--- src/rtl/mm_timer_pkg.sv ---
`timescale 1ns/1ps
package mm_timer_pkg;

   localparam logic [1:0] SEL_CNT  = 2'd0;
   localparam logic [1:0] SEL_RA   = 2'd1;
   localparam logic [1:0] SEL_RB   = 2'd2;
   localparam logic [1:0] SEL_CTRL = 2'd3;

   localparam int CTRL_W      = 8;
   localparam int BIT_RUN     = 3;
   localparam int BIT_HS      = 4;
   localparam int BIT_IDLERUN = 5;
   localparam int BIT_PEND_A  = 6;
   localparam int BIT_PEND_B  = 7;

   typedef enum logic [2:0] {
      MD_EVT_RISE = 3'b000,
      MD_EVT_FALL = 3'b001,
      MD_CAP_FF   = 3'b010,
      MD_CAP_RF   = 3'b011,
      MD_PWM_HOLD = 3'b100,
      MD_PWM_TGL  = 3'b101,
      MD_CAP_RR   = 3'b110,
      MD_CAP_FR   = 3'b111
   } tmr_mode_e;

   typedef struct packed {
      logic pwm;
      logic toggle;
      logic evt;
      logic evt_fall;
      logic cap;
      logic cap_a_fall;
      logic cap_b_fall;
   } mode_dec_t;

   function automatic mode_dec_t decode_mode(input logic [2:0] code);
      mode_dec_t d;
      d = '0;
      case (code)
         MD_PWM_TGL:  begin d.pwm = 1'b1; d.toggle = 1'b1; end
         MD_PWM_HOLD: d.pwm = 1'b1;
         MD_EVT_RISE: d.evt = 1'b1;
         MD_EVT_FALL: begin d.evt = 1'b1; d.evt_fall = 1'b1; end
         MD_CAP_RR:   d.cap = 1'b1;
         MD_CAP_RF:   begin d.cap = 1'b1; d.cap_b_fall = 1'b1; end
         MD_CAP_FR:   begin d.cap = 1'b1; d.cap_a_fall = 1'b1; end
         MD_CAP_FF:   begin d.cap = 1'b1; d.cap_a_fall = 1'b1; d.cap_b_fall = 1'b1; end
         default:     d = '0;
      endcase
      return d;
   endfunction

endpackage

--- src/rtl/mm_timer_edge.sv ---
`timescale 1ns/1ps
module mm_timer_edge #(
   parameter int STAGES = 2
) (
   input  logic clk,
   input  logic rst_n,
   input  logic pin,
   output logic rise,
   output logic fall
);
   localparam int LAST = STAGES - 1;

   logic [STAGES-1:0] sync_q;
   logic              last_q;

   generate
      if (STAGES < 2) begin : g_bad_stages
         $error("mm_timer_edge: STAGES must be at least 2");
      end
   endgenerate

   always_ff @(posedge clk or negedge rst_n) begin
      if (!rst_n) begin
         sync_q <= '0;
         last_q <= 1'b0;
      end else begin
         sync_q <= {sync_q[STAGES-2:0], pin};
         last_q <= sync_q[LAST];
      end
   end

   assign rise = sync_q[LAST] & ~last_q;
   assign fall = ~sync_q[LAST] & last_q;

   // One pulse per edge
   assert_single_pulse_R5: assert property (@(posedge clk) disable iff (!rst_n)
      rise |=> !rise);
   assert_single_fall_R5: assert property (@(posedge clk) disable iff (!rst_n)
      fall |=> !fall);

endmodule

--- src/rtl/mm_timer_ctrl.sv ---
`timescale 1ns/1ps
module mm_timer_ctrl
   import mm_timer_pkg::*;
(
   input  logic              clk,
   input  logic              rst_n,
   input  logic              wr_en,
   input  logic [1:0]        wr_sel,
   input  logic [CTRL_W-1:0] wr_data,
   input  logic              idle_i,
   output logic [2:0]        mode_code,
   output mode_dec_t         mode_dec,
   output logic              run,
   output logic              hs_en,
   output logic              idle_run,
   output logic              tick_en,
   output logic              clr_a,
   output logic              clr_b
);
   logic ctrl_wr;

   assign ctrl_wr = wr_en && (wr_sel == SEL_CTRL);

   always_ff @(posedge clk or negedge rst_n) begin
      if (!rst_n) begin
         mode_code <= 3'b000;
         run       <= 1'b0;
         hs_en     <= 1'b0;
         idle_run  <= 1'b0;
      end else if (ctrl_wr) begin
         mode_code <= wr_data[2:0];
         run       <= wr_data[BIT_RUN];
         hs_en     <= wr_data[BIT_HS];
         idle_run  <= wr_data[BIT_IDLERUN];
      end
   end

   assign mode_dec = decode_mode(mode_code);
   assign clr_a    = ctrl_wr & wr_data[BIT_PEND_A];
   assign clr_b    = ctrl_wr & wr_data[BIT_PEND_B];
   assign tick_en  = run & (~idle_i | (hs_en & idle_run));

   // Stopped timer never ticks
   assert_stop_no_tick_R10: assert property (@(posedge clk) disable iff (!rst_n)
      (ctrl_wr && !wr_data[BIT_RUN]) |=> !tick_en);

endmodule

--- src/rtl/mm_timer_count.sv ---
`timescale 1ns/1ps
module mm_timer_count
   import mm_timer_pkg::*;
#(
   parameter int CNT_W = 16
) (
   input  logic             clk,
   input  logic             rst_n,
   input  logic             tick_en,
   input  mode_dec_t        mode_dec,
   input  logic             wr_cnt,
   input  logic             wr_ra,
   input  logic             wr_rb,
   input  logic [CNT_W-1:0] wr_data,
   input  logic             a_rise,
   input  logic             a_fall,
   input  logic             b_rise,
   input  logic             b_fall,
   input  logic             clr_a,
   input  logic             clr_b,
   output logic [CNT_W-1:0] cnt,
   output logic [CNT_W-1:0] ra,
   output logic [CNT_W-1:0] rb,
   output logic             pend_a,
   output logic             pend_b,
   output logic             pin_out
);
   localparam logic [CNT_W-1:0] ALL_ONES = {CNT_W{1'b1}};

   logic phase_b;
   logic dec_pulse, at_zero, pwm_reload, wrap;
   logic cap_a, cap_b, set_a, set_b;
   logic evt_edge;

   assign evt_edge   = mode_dec.evt_fall ? a_fall : a_rise;
   assign dec_pulse  = tick_en & ((mode_dec.pwm | mode_dec.cap) | (mode_dec.evt & evt_edge));
   assign at_zero    = (cnt == '0);
   assign pwm_reload = mode_dec.pwm & dec_pulse & at_zero;
   assign wrap       = ~mode_dec.pwm & dec_pulse & at_zero;
   assign cap_a      = tick_en & mode_dec.cap & (mode_dec.cap_a_fall ? a_fall : a_rise);
   assign cap_b      = tick_en & mode_dec.cap & (mode_dec.cap_b_fall ? b_fall : b_rise);
   assign set_a      = (pwm_reload & ~phase_b) | wrap | cap_a;
   assign set_b      = (pwm_reload & phase_b) | (tick_en & mode_dec.evt & b_rise) | cap_b;

   always_ff @(posedge clk or negedge rst_n) begin
      if (!rst_n) begin
         cnt     <= '0;
         phase_b <= 1'b0;
      end else begin
         if (wr_cnt) begin
            cnt     <= wr_data;
            phase_b <= 1'b0;
         end else if (pwm_reload) begin
            cnt     <= phase_b ? rb : ra;
            phase_b <= ~phase_b;
         end else if (dec_pulse) begin
            cnt     <= cnt - 1'b1;
         end
      end
   end

   always_ff @(posedge clk or negedge rst_n) begin
      if (!rst_n) begin
         ra <= '0;
         rb <= '0;
      end else begin
         if (cap_a)      ra <= cnt;
         else if (wr_ra) ra <= wr_data;
         if (cap_b)      rb <= cnt;
         else if (wr_rb) rb <= wr_data;
      end
   end

   always_ff @(posedge clk or negedge rst_n) begin
      if (!rst_n) begin
         pend_a  <= 1'b0;
         pend_b  <= 1'b0;
         pin_out <= 1'b0;
      end else begin
         pend_a <= set_a | (pend_a & ~clr_a);
         pend_b <= set_b | (pend_b & ~clr_b);
         if (pwm_reload && mode_dec.toggle) pin_out <= ~pin_out;
      end
   end

   // Reload from A on first phase
   assert_pwm_reload_R3: assert property (@(posedge clk) disable iff (!rst_n)
      (pwm_reload && !wr_cnt && !phase_b) |=> (cnt == $past(ra)) && pend_a);
   // Wrap to all ones sets pending A
   assert_wrap_R6: assert property (@(posedge clk) disable iff (!rst_n)
      (wrap && !wr_cnt) |=> (cnt == ALL_ONES) && pend_a);
   // Capture beats write
   assert_capture_wins_R9: assert property (@(posedge clk) disable iff (!rst_n)
      (cap_a && wr_ra) |=> ra == $past(cnt));
   // No tick, no movement
   assert_hold_R10: assert property (@(posedge clk) disable iff (!rst_n)
      (!tick_en && !wr_cnt) |=> $stable(cnt));
   // Software write wins
   assert_write_wins_R12: assert property (@(posedge clk) disable iff (!rst_n)
      wr_cnt |=> cnt == $past(wr_data));

endmodule

--- src/rtl/mm_timer.sv ---
`timescale 1ns/1ps
module mm_timer
   import mm_timer_pkg::*;
#(
   parameter int CNT_W       = 16,
   parameter int SYNC_STAGES = 2
) (
   input  logic             clk,
   input  logic             rst_n,
   input  logic             wr_en,
   input  logic [1:0]       wr_sel,
   input  logic [CNT_W-1:0] wr_data,
   input  logic [1:0]       rd_sel,
   output logic [CNT_W-1:0] rd_data,
   input  logic             idle_i,
   input  logic             pin_a_in,
   input  logic             pin_b_in,
   output logic             pin_a_out,
   output logic             irq_a,
   output logic             irq_b
);
   localparam int N_PINS = 2;

   generate
      if (CNT_W < CTRL_W) begin : g_bad_width
         $error("mm_timer: CNT_W must be at least CTRL_W");
      end
   endgenerate

   logic [N_PINS-1:0] pin_v, rise_v, fall_v;
   logic [2:0]        mode_code;
   mode_dec_t         mode_dec;
   logic              run, hs_en, idle_run, tick_en, clr_a, clr_b;
   logic [CNT_W-1:0]  cnt, ra, rb;
   logic [CTRL_W-1:0] ctrl_rd;

   assign pin_v = {pin_b_in, pin_a_in};

   generate
      for (genvar p = 0; p < N_PINS; p++) begin : g_pin
         mm_timer_edge #(.STAGES(SYNC_STAGES)) u_edge (
            .clk  (clk),
            .rst_n(rst_n),
            .pin  (pin_v[p]),
            .rise (rise_v[p]),
            .fall (fall_v[p])
         );
      end
   endgenerate

   mm_timer_ctrl u_ctrl (
      .clk      (clk),
      .rst_n    (rst_n),
      .wr_en    (wr_en),
      .wr_sel   (wr_sel),
      .wr_data  (wr_data[CTRL_W-1:0]),
      .idle_i   (idle_i),
      .mode_code(mode_code),
      .mode_dec (mode_dec),
      .run      (run),
      .hs_en    (hs_en),
      .idle_run (idle_run),
      .tick_en  (tick_en),
      .clr_a    (clr_a),
      .clr_b    (clr_b)
   );

   mm_timer_count #(.CNT_W(CNT_W)) u_count (
      .clk     (clk),
      .rst_n   (rst_n),
      .tick_en (tick_en),
      .mode_dec(mode_dec),
      .wr_cnt  (wr_en && (wr_sel == SEL_CNT)),
      .wr_ra   (wr_en && (wr_sel == SEL_RA)),
      .wr_rb   (wr_en && (wr_sel == SEL_RB)),
      .wr_data (wr_data),
      .a_rise  (rise_v[0]),
      .a_fall  (fall_v[0]),
      .b_rise  (rise_v[1]),
      .b_fall  (fall_v[1]),
      .clr_a   (clr_a),
      .clr_b   (clr_b),
      .cnt     (cnt),
      .ra      (ra),
      .rb      (rb),
      .pend_a  (irq_a),
      .pend_b  (irq_b),
      .pin_out (pin_a_out)
   );

   assign ctrl_rd = {irq_b, irq_a, idle_run, hs_en, run, mode_code};

   always_comb begin
      case (rd_sel)
         SEL_CNT: rd_data = cnt;
         SEL_RA:  rd_data = ra;
         SEL_RB:  rd_data = rb;
         default: rd_data = {{(CNT_W-CTRL_W){1'b0}}, ctrl_rd};
      endcase
   end

   // Clear drops pending A when no set occurs
   assert_clear_R11: assert property (@(posedge clk) disable iff (!rst_n)
      (clr_a && !tick_en) |=> !irq_a);

endmodule

--- config.mk ---
export PLATFORM = sky130hd
export DESIGN_NAME = mm_timer
export DESIGN_NICKNAME = d
export VERILOG_FILES = /design/src/rtl/mm_timer_pkg.sv /design/src/rtl/mm_timer_edge.sv /design/src/rtl/mm_timer_ctrl.sv /design/src/rtl/mm_timer_count.sv /design/src/rtl/mm_timer.sv
export SDC_FILE = /design/constraint.sdc
export NUM_CORES = 1
export LEC_CHECK = 0
export CORE_MARGIN = 2
export CORE_UTILIZATION = 50
export DETAILED_ROUTE_END_ITERATION = 12
export DONT_BUFFER_PORTS = 1
export PLACE_DENSITY = 0.65
export SYNTH_ARGS = -nofsm -noshare
export SYNTH_HDL_FRONTEND = slang
export SYNTH_SLANG_ARGS = --single-unit
--- constraint.sdc ---
create_clock -name clk -period 2 [get_ports clk]
set_clock_uncertainty 0.1 [all_clocks]
set_input_delay 0.3 -clock clk [delete_from_list [all_inputs] [get_ports clk]]
set_output_delay 0.3 -clock clk [all_outputs]
set_load 0.05 [all_outputs]
## Word level (Yosys, flattened, before mapping)

Cells that the tools add are included.
W data, S select, Z words.

- $add $sub $neg: 1
- Eq/ne operators: 12
- Muxes and demuxes: 21
- Bitwise logic cells: 42
- Reduce and logical (&&, ||, !) cells: 18

Operator list:

| operator | count |
|---|---|
| $mux W16 | 8 |
| $pmux W16 S3 | 1 |
| $and A1 B1 Y1 | 23 |
| $logic_not A16 Y1 | 1 |
| $sub A16 B1 Y16 const B | 1 |
| $eq A3 B3 Y1 const B | 4 |
| $mux W1 | 12 |
| $not A1 Y1 | 10 |
| $or A1 B1 Y1 | 9 |
| $reduce_or A2 Y1 | 4 |
| $eq A2 B2 Y1 const B | 3 |
| $eq A3 B2 Y1 const B | 2 |
| $reduce_bool A2 Y1 | 3 |
| $logic_and A1 B1 Y1 | 5 |
| $eq A2 B1 Y1 const B | 2 |
| $logic_not A2 Y1 | 2 |
| $reduce_or A4 Y1 | 1 |
| $eq A3 B1 Y1 const B | 1 |
| $logic_not A3 Y1 | 1 |
| $reduce_bool A3 Y1 | 1 |

- Bits in registers: 64
- Input bits: 26
- Word-level logic and storage cells: 109

## Longest topological paths before layout

Gate-level depths: netlist of the first run.

- Word-level depth: 12
- Depth in mapped cells: 8

## Cells and area by module

From an unflattened synthesis of the first run, not the netlist that was laid out.

- Cell total of the unflattened synthesis: 399
- Area, all modules: 4060.1 sq um

By module, submodules not included:

| module | times used | cells an instance | area each (sq um) | sequential area each (sq um) |
|---|---|---|---|---|
| mm_timer_count | 1 | 329 | 3135.5 | 1301.2 |
| mm_timer | 1 | 33 | 431.7 | 0.0 |
| mm_timer_ctrl | 1 | 27 | 312.8 | 150.1 |
| mm_timer_edge | 2 | 5 | 90.1 | 75.1 |

## Worst setup path after synthesis of the first run

Ideal clock, no wire load.

- Path type: input to output
- From: input rd_sel[1]
- To: output rd_data[12]
- Data arrival time: 2.237 ns
- Required time: 1.600 ns
- Setup slack: -0.637 ns
- Stages on the path: 4
- Path through: clkbuf_1 -> clkbuf_1 -> mux2i_1 -> o21ai_0

- Cells in the longest elaborated chain, start to end: 2
- Elaborated cells between the ends (all ways): 4
- Classes of those cells: eq/ne: 2; mux: 1; reduce/logical: 1

Ends and longest elaborated chain:

| what | RTL line | source |
|---|---|---|
| start: declaration | mm_timer.sv:13 | `input logic [1:0] rd_sel,` |
| $eq A2 B2 Y1, or another cell as far along | mm_timer.sv:94 | `case (rd_sel)` |
| $pmux W16 S3 (*) | mm_timer.sv:94 |  |
| end: declaration | mm_timer.sv:14 | `output logic [CNT_W-1:0] rd_data,` |

Every way passes the cells marked *; elsewhere a longest branch is shown, timed or not.

## Final worst setup path of the first run

- From: register u_count.cnt[1]
- To: register u_count.cnt[15]

- Cells in the longest elaborated chain, start to end: 4
- Elaborated cells between the ends (all ways): 7
- Classes of those cells: add/sub: 1; mux: 3; bitwise: 1; reduce/logical: 2

Ends and longest elaborated chain:

| what | RTL line | source |
|---|---|---|
| start: declaration | mm_timer_count.sv:21 | `output logic [CNT_W-1:0] cnt,` |
| start signal: assignment | mm_timer_count.sv:51 | `cnt <= wr_data;` |
| start signal: assignment | mm_timer_count.sv:54 | `cnt <= phase_b ? rb : ra;` |
| start signal: assignment | mm_timer_count.sv:57 | `cnt <= cnt - 1'b1;` |
| $sub A16 B1 Y16 / $logic_not A16 Y1 (equally long branches) | mm_timer_count.sv:57, mm_timer_count.sv:37 |  |
| $mux W16 / $and A1 B1 Y1 (equally long branches) | mm_timer_count.sv:56, mm_timer_count.sv:38 |  |
| $mux W16 | mm_timer_count.sv:53 | `end else if (pwm_reload) begin` |
| $mux W16 | mm_timer_count.sv:50 | `if (wr_cnt) begin` |

Several ways; a longest one is shown, not always the timed one. The select of a mux whose other input is x is not followed.
A chain may end at the register's enable or synchronous reset.

==> results of run 1 <==
## cells by family after synthesis
kind of cell | count (synthesis) | synth area share
AO/OA/AOI/OAI | 104 | 0.162
XOR/XNOR | 5 | 0.0107
adder cells (fa/ha/maj) | 2 | 0.00610
buffers and inverters | 41 | 0.0504
flip-flops | 64 | 0.391
multiplexers | 69 | 0.195
AND/OR/NAND/NOR | 139 | 0.185
## registers in the layout, indices dropped and copies added (netlist names)
name / cells
u_ctrl.hs_en: 1
u_ctrl.idle_run: 1
u_count.pend_a: 1
u_count.phase_b: 1
u_count.pend_b: 1
u_count.pin_out: 1
g_pin.u_edge.sync_q: 4
u_ctrl.mode_code: 3
u_count.ra: 16
u_count.cnt: 16
g_pin.u_edge.last_q: 2
u_ctrl.run: 1
u_count.rb: 16
## final cells by class
cell class	instances	area, um^2
Inverter	2	7.51
Fill cell	650	2830
Clock buffer	9	124
Sequential cell	64	1610
Tap cell	105	131
Multi-Input combinational cell	319	2490
Timing Repair Buffer	91	800
Clock inverter	7	96.3
## Yosys cell counts, drive strengths merged (3+ instances only)
| cell type | number | area (um^2) |
|---|---|---|
| a21oi | 29 | 149 |
| a31oi | 5 | 31.3 |
| a32oi | 3 | 26.3 |
| and3 | 3 | 18.8 |
| buf | 19 | 124 |
| clkbuf | 20 | 75.1 |
| dfrtp | 64 | 1600 |
| mux2 | 7 | 78.8 |
| mux2i | 54 | 541 |
| mux4 | 8 | 180 |
| nand2 | 42 | 158 |
| nand2b | 4 | 25.0 |
| nand3 | 6 | 35.0 |
| nand4 | 6 | 52.6 |
| nor2 | 38 | 153 |
| nor2b | 6 | 37.5 |
| nor3 | 10 | 61.3 |
| nor3b | 5 | 37.5 |
| nor4 | 6 | 80.1 |
| o211ai | 3 | 22.5 |
| o21ai | 34 | 170 |
| o311ai | 5 | 51.3 |
| or4 | 3 | 26.3 |
| xnor2 | 5 | 43.8 |
## critical path, cell delays in order, from the launching register on
cell and delay, ns:
dfrtp_1 0.41, buf_6 0.13, or4_4 0.61, nor4_4 0.19
xnor2_1 0.15, nand2_1 0.08, a221o_1 0.30
## how the worst max path moves through the flow
stage	slack [ns]	depth (start not counted)	to	from
after floorplan	-0.02	4	rd_data[12]	rd_sel[1]
after global routing	-0.15	7	u_count.cnt[6]	u_count.cnt[1]
after global placement	-0.18	6	u_count.pend_a	u_count.cnt[4]
after CTS	-0.05	6	u_count.cnt[15]	u_count.cnt[1]
after detailed placement	-0.19	6	u_count.pend_a	u_count.cnt[4]
final	-0.06	6	u_count.cnt[15]	u_count.cnt[1]
## routing by layer
metal  global-route usage  share of wire  vias up
li1                     -              -     1692
met1                0.385           0.43     1815
met2                0.453           0.49      122
met3               0.0487          0.063       23
met4                0.112          0.020        0
met5                    0              0        -
## power by group through the flow
stage	Clock (mW)	Combinational, mW	Sequential, mW
after CTS	1.28	2.40	2.02
final	1.26	2.52	2.04
after global placement	0	2.19	2.01
after global routing	1.35	2.70	2.09
after floorplan	0	1.64	2.02
after detailed placement	0	2.24	2.04
## through the flow
stage | total power [mW] | setup WS (ns) | util | hold slack [ns] | std cells
floorplan | 3.66 | -0.0199 | - | -0.0956 | 424
global placement | 4.20 | -0.182 | 0.564 | -0.0930 | 555
detailed placement | 4.27 | -0.193 | 0.564 | -0.0936 | 555
CTS | 5.70 | -0.0484 | 0.627 | 0.0218 | 594
global route | 6.14 | -0.153 | 0.650 | 0.00892 | 597
finish | 5.82 | -0.0640 | 0.650 | 0.0128 | 597
## timing repair
action	4_1_cts	5_1_grt
endpoints found under the hold margin	83	0
hold buffers	17	0
resized for setup	18	35
pin swaps	4	21
buffers inserted	6	4
endpoints found under the setup margin	15	23
==> reports/metrics.csv, run 1 <==
stage,metric,value,unit
synth,ys_async_sr_fraction,1.00,
critical_path,timing.rr.end,u_count.cnt[15],
flow_run,maxCapViolations,0,
clock_tree,clk_latency,0.35,ns
worst_hold_path,hp-class,input pin to register,
layout,nets,515,
clock_tree,htree_num_levels,3,
routing,dr.pass1.iters,4,
routing,wl_per_cell,19.9,um
clock_tree,cts_buffers,9,
layout,post-route-cell-area,5260,um^2
synth,syn_inst,424,
synth,synth.ff_latch_count,64,
layout,areaGrowthSynthToFinish,28.3,%
layout,diodes,0,
critical_path,arrival,2.21,ns
synth,syn_avg_cell_area,9.67,um^2
timing,finalSetupTns,-0.170,ns
critical_path,ff2ff_path_depth,6,
clock_tree,clk_transition_reported_paths,0.08,ns
timing,worstMarginPinSlew,0.568,ns
pwr,switching_power,2.35,mW
pwr,clockPowerShare,0.216,
routing,drt-initial-drc-count,177,
floorplan,start_util,0.506,
timing,fmax,484,MHz
critical_path,path_max_fanout,7,
critical_path,r2r_start,u_count.cnt[1],
clock_tree,root_buffer,clkbuf_8,
pwr,sequentialPowerShare,0.351,
timing,final_hold_viol_count,0,
timing,fin_crit,2.06,ns
outcome,status,"complete, but fails checks",
synth,yosys_warnings,0,
floorplan,die-height,94.5,um
critical_path,startpoint_type,register,
synth,mappedNetlistNets,452,
placement,routabilityCongestion,0.901,
pwr,internal-power,3.47,mW
floorplan,core_area,8090,um^2
placement,port_buffers,0,
clock_tree,cts_tree,done,
timing,setup_ws,-0.0640,ns
floorplan,die_w,94.5,um
global_route,gr-total-overflow,0,
placement,hpwlAfterDp,8040,um
routing,vias,3652,
synth,synth_cell_types,66,
synth,seq_area_frac_synth,0.391,
timing,setup-violations-final,8,
routing,routed_wl,11900,um
critical_path,r2r_slack,-0.06,ns
routing,viasPerCell,6.12,
pwr,sw_frac_of_total,0.403,
timing,timing.final.crit_share,1.03,
worst_hold_path,worstHoldPathCells,2,
critical_path,required,2.14,ns
synth,synth_top_flop_cell,dfrtp_1,
routing,route.detailed.drc,0,
outcome,violations,setup timing,
global_route,grt_max_degree,65,
layout,final_cell_mix,"dfrtp_1 (60), buf_4 (59), mux2i_1 (54)",
pwr,vdd_drop_max,0.643,mV
timing,slew-limit-headroom,0.621,
global_route,grt_pass1_wl,19200,um
placement,dpl_cell_area,4560,um^2
floorplan,rows,33,
clock_tree,cts_buffer_depth,2,
global_route,grt_pass1_vias,3747,
pwr,p_leak,2.30,nW
floorplan,io_pins,45,
global_route,grt_usage,0.283,
floorplan,die-area,8940,um^2
layout,drive_gt1_frac,0.307,
timing,final_max_slew_viol_count,0,
timing,rsz0062_at_grt,true,
synth,netlist_area,4100,um^2
layout,layout_commonest_cell,dfrtp_1,
worst_hold_path,min_to,u_count.cnt[10],
critical_path,critical_path_class,register to register,
worst_hold_path,min_from,wr_data[10],
pwr,power.density,1110,nW/um^2
pwr,combPwrFrac,0.433,
global_route,antenna_found_initial,0,
synth,synth_edf_count,0,
clock_tree,clkSinkCount,64,
routing,antenna_left,0,
critical_path,cp-end-kind,register,
Power figures use the tool's default switching activity.
==> run 2, diff against run 1 <==
--- a/config.mk
+++ b/config.mk
@@ -13,3 +13,4 @@
 export SYNTH_ARGS = -nofsm -noshare
 export SYNTH_HDL_FRONTEND = slang
 export SYNTH_SLANG_ARGS = --single-unit
+export TNS_END_PERCENT = 30
==> run 2 against run 1 <==
The flow still finishes with violations (setup timing); largest power group unchanged; sequential cell count is the same; power is essentially flat; clock power is essentially flat; fmax grew 0.46%; register-to-register slack is essentially flat.
==> reports/metrics.csv, run 2 (synthesis gave the netlist of run 1 again) <==
stage,metric,value,unit,change
outcome,status,"complete, but fails checks",,
outcome,violations,setup timing,,
timing,worstMarginPinSlew,0.712,ns,+0.143 ns
floorplan,core_area,8090,um^2,unchanged
placement,port_buffers,0,,unchanged
layout,drive_gt1_frac,0.301,,-0.00588
floorplan,io_pins,45,,unchanged
routing,wl_per_cell,20.1,um,+0.56%
routing,dr.pass1.iters,5,,+1
critical_path,critical_path_class,register to register,,
critical_path,critical_path.slowest_cell,nor4_4,,
global_route,gr-total-overflow,0,,unchanged
critical_path,path_max_fanout,4,,-3
timing,setup-violations-final,4,,-4
clock_tree,clkSinkCount,64,,unchanged
floorplan,die_w,94.5,um,unchanged
layout,nets,509,,-1.2%
pwr,combPwrFrac,0.429,,-0.004
critical_path,startpoint_type,register,,
flow_run,maxCapViolations,0,,unchanged
floorplan,rows,33,,unchanged
timing,rsz0062_at_grt,true,,
clock_tree,cts_tree,done,,
timing,final_hold_viol_count,0,,unchanged
pwr,sequentialPowerShare,0.353,,+0.002
pwr,p_leak,2.26,nW,-1.5%
global_route,grt_pass1_vias,3707,,-1.1%
layout,seqCellArea,1600,um^2,-0.16%
placement,dpl_cell_area,4570,um^2,+0.16%
routing,antenna_left,0,,unchanged
floorplan,start_util,0.506,,unchanged
layout,fillCellCount,660,,+1.5%
clock_tree,clk_transition_reported_paths,0.07,ns,about the same
routing,routed_wl,11800,um,-0.62%
placement,pre_cts_ws,-0.298,ns,-0.105 ns
critical_path,arrival,2.18,ns,-0.03 ns
timing,fin_crit,2.05,ns,-0.00937 ns
timing,timing.final.crit_share,1.03,,-0.00468
timing,setup_ws,-0.0547,ns,+0.00937 ns
pwr,clockPowerShare,0.218,,+0.002
routing,met3WireLength,816,um,+7.9%
routing,top_layer_used,met4,,
global_route,grt_max_degree,65,,unchanged
routing,met1_length,5180,um,+0.95%
floorplan,die-height,94.5,um,unchanged
routing,route.detailed.drc,0,,unchanged
layout,areaGrowthSynthToFinish,27.3,%,
clock_tree,root_buffer,clkbuf_8,,
critical_path,required,2.13,ns,about the same
worst_hold_path,hp-class,input pin to register,,
routing,viasPerCell,6.16,,+0.69%
critical_path,crit_chain,"buf_6, nor4_4, nand4_4, nor2_4, buf_12, a21oi_2, a221o_1",,
layout,diodes,0,,unchanged
timing,final_max_slew_viol_count,0,,unchanged
global_route,grt_pass1_wl,19200,um,+0.21%
placement,hpwlAfterDp,7950,um,-1.1%
global_route,antenna_found_initial,0,,unchanged
routing,drt-initial-drc-count,211,,+19%
layout,final_cell_mix,"dfrtp_1 (62), mux2i_1 (54), buf_4 (52)",,
pwr,sw_frac_of_total,0.392,,-0.0108
pwr,power.density,1110,nW/um^2,+0.75%
layout,post-route-cell-area,5220,um^2,-0.78%
layout,layout_commonest_cell,dfrtp_1,,
global_route,grt_usage,0.283,,about the same
placement,routabilityCongestion,0.951,,+5.6%
critical_path,cp-end-kind,register,,
layout,multi_input_area,2460,um^2,-1.2%
routing,wl_met2,5660,um,-2.1%
floorplan,die-area,8940,um^2,unchanged
clock_tree,htree_num_levels,3,,unchanged
pwr,internal-power,3.54,mW,+1.8%
clock_tree,cts_buffers,9,,unchanged
clock_tree,cts_buffer_depth,2,,unchanged
timing,hold_slack,0.00976,ns,-0.00306 ns
timing,slew-limit-headroom,0.524,,-0.0975
layout,final_util,0.645,,-0.00510
critical_path,max_stage_delay,0.41,ns,-0.20 ns
timing,fmax,487,MHz,+0.46%
pwr,switching_power,2.28,mW,-2.7%
clock_tree,clk_latency,0.35,ns,about the same
layout,reg.largest.list,"u_count.cnt x16, u_count.ra x16, u_count.rb x16",,
routing,vias,3634,,-0.49%
pwr,vdd_drop_max,0.691,mV,+7.5%
## run 2: final cells by class
type,count,area share
clock buffers,12,0.0297
clock inverters,3,0.0125
inverters,2,0.00144
multi-input cells,319,0.472
flip-flops and latches,64,0.307
well taps,105,0.0252
repair buffers,85,0.152
## run 2: power by group through the flow
| stage | clock [mW] | sequential [mW] | combinational [mW] |
|---|---|---|---|
| after floorplan | 0 | 2.02 | 1.64 |
| after global placement | 0 | 2.02 | 2.18 |
| after detailed placement | 0 | 2.04 | 2.22 |
| after CTS | 1.29 | 2.03 | 2.33 |
| after global routing | 1.34 | 2.11 | 2.68 |
| final | 1.27 | 2.05 | 2.50 |
## run 2: per-layer routing
metal	vias to the layer above	GRT usage
met1	1784	0.381
li1	1679	-
met4	0	0.111
met2	154	0.458
met3	17	0.0487
met5	-	0
## run 2: worst paths after layout
path,cells after the start,start,slack [ns],endpoint
setup reg to reg,7,u_count.cnt[7],-0.05,u_count.cnt[15]
min in group asynchronous,2,rst_n,0.40,u_count.rb[15]
setup / recovery,7,u_count.cnt[7],-0.05,u_count.cnt[15]
max in group asynchronous,2,rst_n,1.12,u_count.cnt[3]
hold reg to reg,0,g_pin[0].u_edge.sync_q[0],0.26,g_pin[0].u_edge.sync_q[1]
hold / removal,1,wr_data[15],0.01,u_count.cnt[15]
## run 2: metrics by stage
step                      instances  power, mW  TNS [ns]
after floorplan                 424       3.65   -0.0644
after global placement          555       4.20    -0.335
after global routing            590       6.13     -1.32
after CTS                       585       5.64    -0.134
final                           590       5.82    -0.110
after detailed placement        555       4.26    -0.811
## run 2: timing repair
action                                  CTS  global route
cloned                                    0             1
pin swaps                                 2            13
setup buffers                             0             5
hold buffers                             15             0
gates resized for setup                  16            36
hold endpoints to repair                 80             0
endpoints found under the setup margin   16            23
## run 2: critical path: cells and delay by family (launching register included)
family	cells	cell delay, ns
buf+inv	2	0.27
simple gates	3	0.82
compound gates	2	0.34
flops	1	0.40
==> run 3, diff against run 2 <==
--- a/config.mk
+++ b/config.mk
@@ -6,10 +6,10 @@
 export NUM_CORES = 1
 export LEC_CHECK = 0
 export CORE_MARGIN = 2
-export CORE_UTILIZATION = 50
+export CORE_UTILIZATION = 58
 export DETAILED_ROUTE_END_ITERATION = 12
 export DONT_BUFFER_PORTS = 1
-export PLACE_DENSITY = 0.65
+export PLACE_DENSITY = 0.73
 export SYNTH_ARGS = -nofsm -noshare
 export SYNTH_HDL_FRONTEND = slang
 export SYNTH_SLANG_ARGS = --single-unit
==> run 3 against run 2 <==
The flow still finishes with violations (setup timing); critical path depth did not move; first-iteration DRC count rose by 41%; power shrank 3.6%; clock-buffer cell count decreased by 3; non-clock buffer count increased by 3; via count increased by 0.52%; fmax decreased by 1.6%; sequential cell count stayed put; sequential power about the same; setup slack got worse by 0.034 ns; wire length down 1.1%; largest power group unchanged.
==> reports/metrics.csv, run 3 (synthesis gave the netlist of run 1 again) <==
stage,metric,value,unit,change
outcome,status,"complete, but fails checks",,
outcome,violations,setup timing,,
clock_tree,clkSinkCount,64,,unchanged
timing,setup_ws,-0.0887,ns,-0.0340 ns
routing,drt-initial-drc-count,298,,+41%
routing,vias,3653,,+0.52%
critical_path,ff2ff_path_depth,7,,unchanged
global_route,grt_pass1_wl,18800,um,-2.3%
critical_path,r2r_start,u_count.cnt[5],,
pwr,vdd_drop_max,0.809,mV,+17%
critical_path,required,2.18,ns,+0.05 ns
clock_tree,htree_num_levels,3,,unchanged
layout,nets,512,,+0.59%
floorplan,die-area,7760,um^2,-13%
floorplan,die-height,88.1,um,-6.8%
routing,dr.pass1.iters,5,,unchanged
critical_path,crit_top_cell,buf_4,,
floorplan,start_util,0.600,,+0.0935
pwr,p_leak,2.24,nW,-1.2%
critical_path,critical_path.slowest_cell,dfrtp_1,,
clock_tree,clk_transition_reported_paths,0.08,ns,about the same
timing,fin_crit,2.09,ns,+0.0340 ns
placement,port_buffers,0,,unchanged
clock_tree,cts_tree,done,,
critical_path,crit_start,u_count.cnt[5],,
critical_path,max_stage_delay,0.39,ns,-0.02 ns
layout,diodes,0,,unchanged
critical_path,cp-end-kind,register,,
worst_hold_path,hp-class,input pin to register,,
floorplan,die_w,88.1,um,-6.8%
timing,hold_slack,0.0227,ns,+0.0129 ns
clock_tree,root_buffer,clkbuf_8,,
critical_path,arrival,2.27,ns,+0.09 ns
critical_path,crit_chain,"buf_4, nor4_4, nand4_4, buf_4, nor3_1, o21ai_0, a31oi_1",,
flow_run,maxCapViolations,0,,unchanged
timing,rsz0062_at_grt,true,,
layout,final_cell_mix,"buf_4 (64), dfrtp_1 (62), mux2i_1 (54)",,
clock_tree,clk_latency,0.36,ns,about the same
routing,route.detailed.drc,0,,unchanged
layout,fillCellCount,514,,-22%
floorplan,io_pins,45,,unchanged
critical_path,timing.rr.end,u_count.cnt[7],,
timing,worstMarginPinSlew,0.492,ns,-0.219 ns
routing,routed_wl,11700,um,-1.1%
timing,timing.final.crit_share,1.04,,+0.0170
layout,areaGrowthSynthToFinish,24.2,%,
layout,layout_commonest_cell,buf_4,,
placement,placed_cells,549,,-1.1%
pwr,power.density,1100,nW/um^2,-1.1%
global_route,antenna_found_initial,0,,unchanged
routing,antenna_left,0,,unchanged
global_route,grt_max_degree,65,,unchanged
timing,slew-limit-headroom,0.672,,+0.148
worst_hold_path,min_to,u_count.cnt[4],,
routing,wl_per_cell,20.0,um,-0.22%
layout,drive_gt1_frac,0.280,,-0.0209
floorplan,rows,30,,-9.1%
timing,final_max_slew_viol_count,0,,unchanged
critical_path,startpoint_type,register,,
global_route,grt_usage,0.322,,+0.0385
timing,final_hold_viol_count,0,,unchanged
worst_hold_path,worstHoldPathCells,2,,+1
timing,setup-violations-final,7,,+3
timing,fmax,479,MHz,-1.6%
layout,reg.largest.list,"u_count.cnt x16, u_count.ra x16, u_count.rb x16",,
global_route,grt_pass1_vias,3774,,+1.8%
worst_hold_path,min_from,wr_data[4],,
critical_path,critical_path_class,register to register,,
clock_tree,cts_buffer_depth,2,,unchanged
floorplan,core_area,6830,um^2,-16%
routing,viasPerCell,6.24,,+1.4%
clock_tree,cts_buffers,9,,unchanged
critical_path,r2r_slack,-0.09,ns,-0.03 ns
global_route,gr-total-overflow,0,,unchanged
placement,routabilityCongestion,0.895,,-5.8%
layout,instances_no_fill,585,,-0.85%
critical_path,path_max_fanout,10,,+6
placement,hpwlAfterDp,7800,um,-1.9%
-- run 3: power breakdown --
group	internal [mW]	leakage [nW]	total, mW	switching [mW]
combinational	1.04	1.38	2.44	1.40
sequential	1.69	0.761	2.04	0.355
clock	0.574	0.0952	1.12	0.551
total	3.30	2.24	5.61	2.31
-- run 3: worst max path at each step --
stage	endpoint	cells past startpoint	slack (ns)
global placement	u_count.cnt[10]	6	-0.02
floorplan	u_count.cnt[15]	6	-0.04
CTS	u_count.cnt[15]	6	-0.05
finish	u_count.cnt[7]	7	-0.09
detailed placement	u_count.cnt[14]	7	-0.09
global route	u_count.cnt[7]	6	-0.15
-- run 3: repair_timing --
| item | 4_1_cts | 5_1_grt |
|---|---|---|
| pin swaps | 0 | 2 |
| gates resized for setup | 13 | 16 |
| buffers inserted | 3 | 0 |
| hold buffers | 16 | 0 |
| endpoints found under the hold margin | 82 | 0 |
| cloned | 0 | 1 |
| endpoints found under the setup margin | 12 | 23 |
-- run 3: cell type report --
class,count,area [um^2],area share
timing repair buffer,88,751,0.147
clock inverter,7,72.6,0.0143
clock buffer,9,124,0.0243
tap,96,120,0.0236
sequential,64,1600,0.315
inverter,2,7.51,0.00147
multi-input combinational,319,2410,0.474
-- run 3: per-layer routing --
metal,track usage,routed length (um)
met1,0.425,4950
met3,0.0631,900
met5,0,0
met2,0.527,5640
met4,0.124,221
-- run 3: worst max-delay path: cells and delay by family (launching register included) --
kind	cells	cell delay (ns)
AO/OA/AOI/OAI	2	0.32
buffers and inverters	2	0.39
AND/OR/NAND/NOR	3	0.79
flip-flops	1	0.39
-- run 3: stage by stage --
step / TNS, ns / setup WS [ns] / area (um^2) / util / total power, mW
floorplan: -0.0644 / -0.0445 / 4140 / - / 3.65
global placement: -0.0418 / -0.0227 / 4580 / 0.671 / 4.18
detailed placement: -0.266 / -0.0904 / 4580 / 0.671 / 4.26
CTS: -0.131 / -0.0541 / 5020 / 0.735 / 5.54
global route: -1.16 / -0.145 / 5090 / 0.745 / 5.91
finish: -0.277 / -0.0887 / 5090 / 0.745 / 5.61
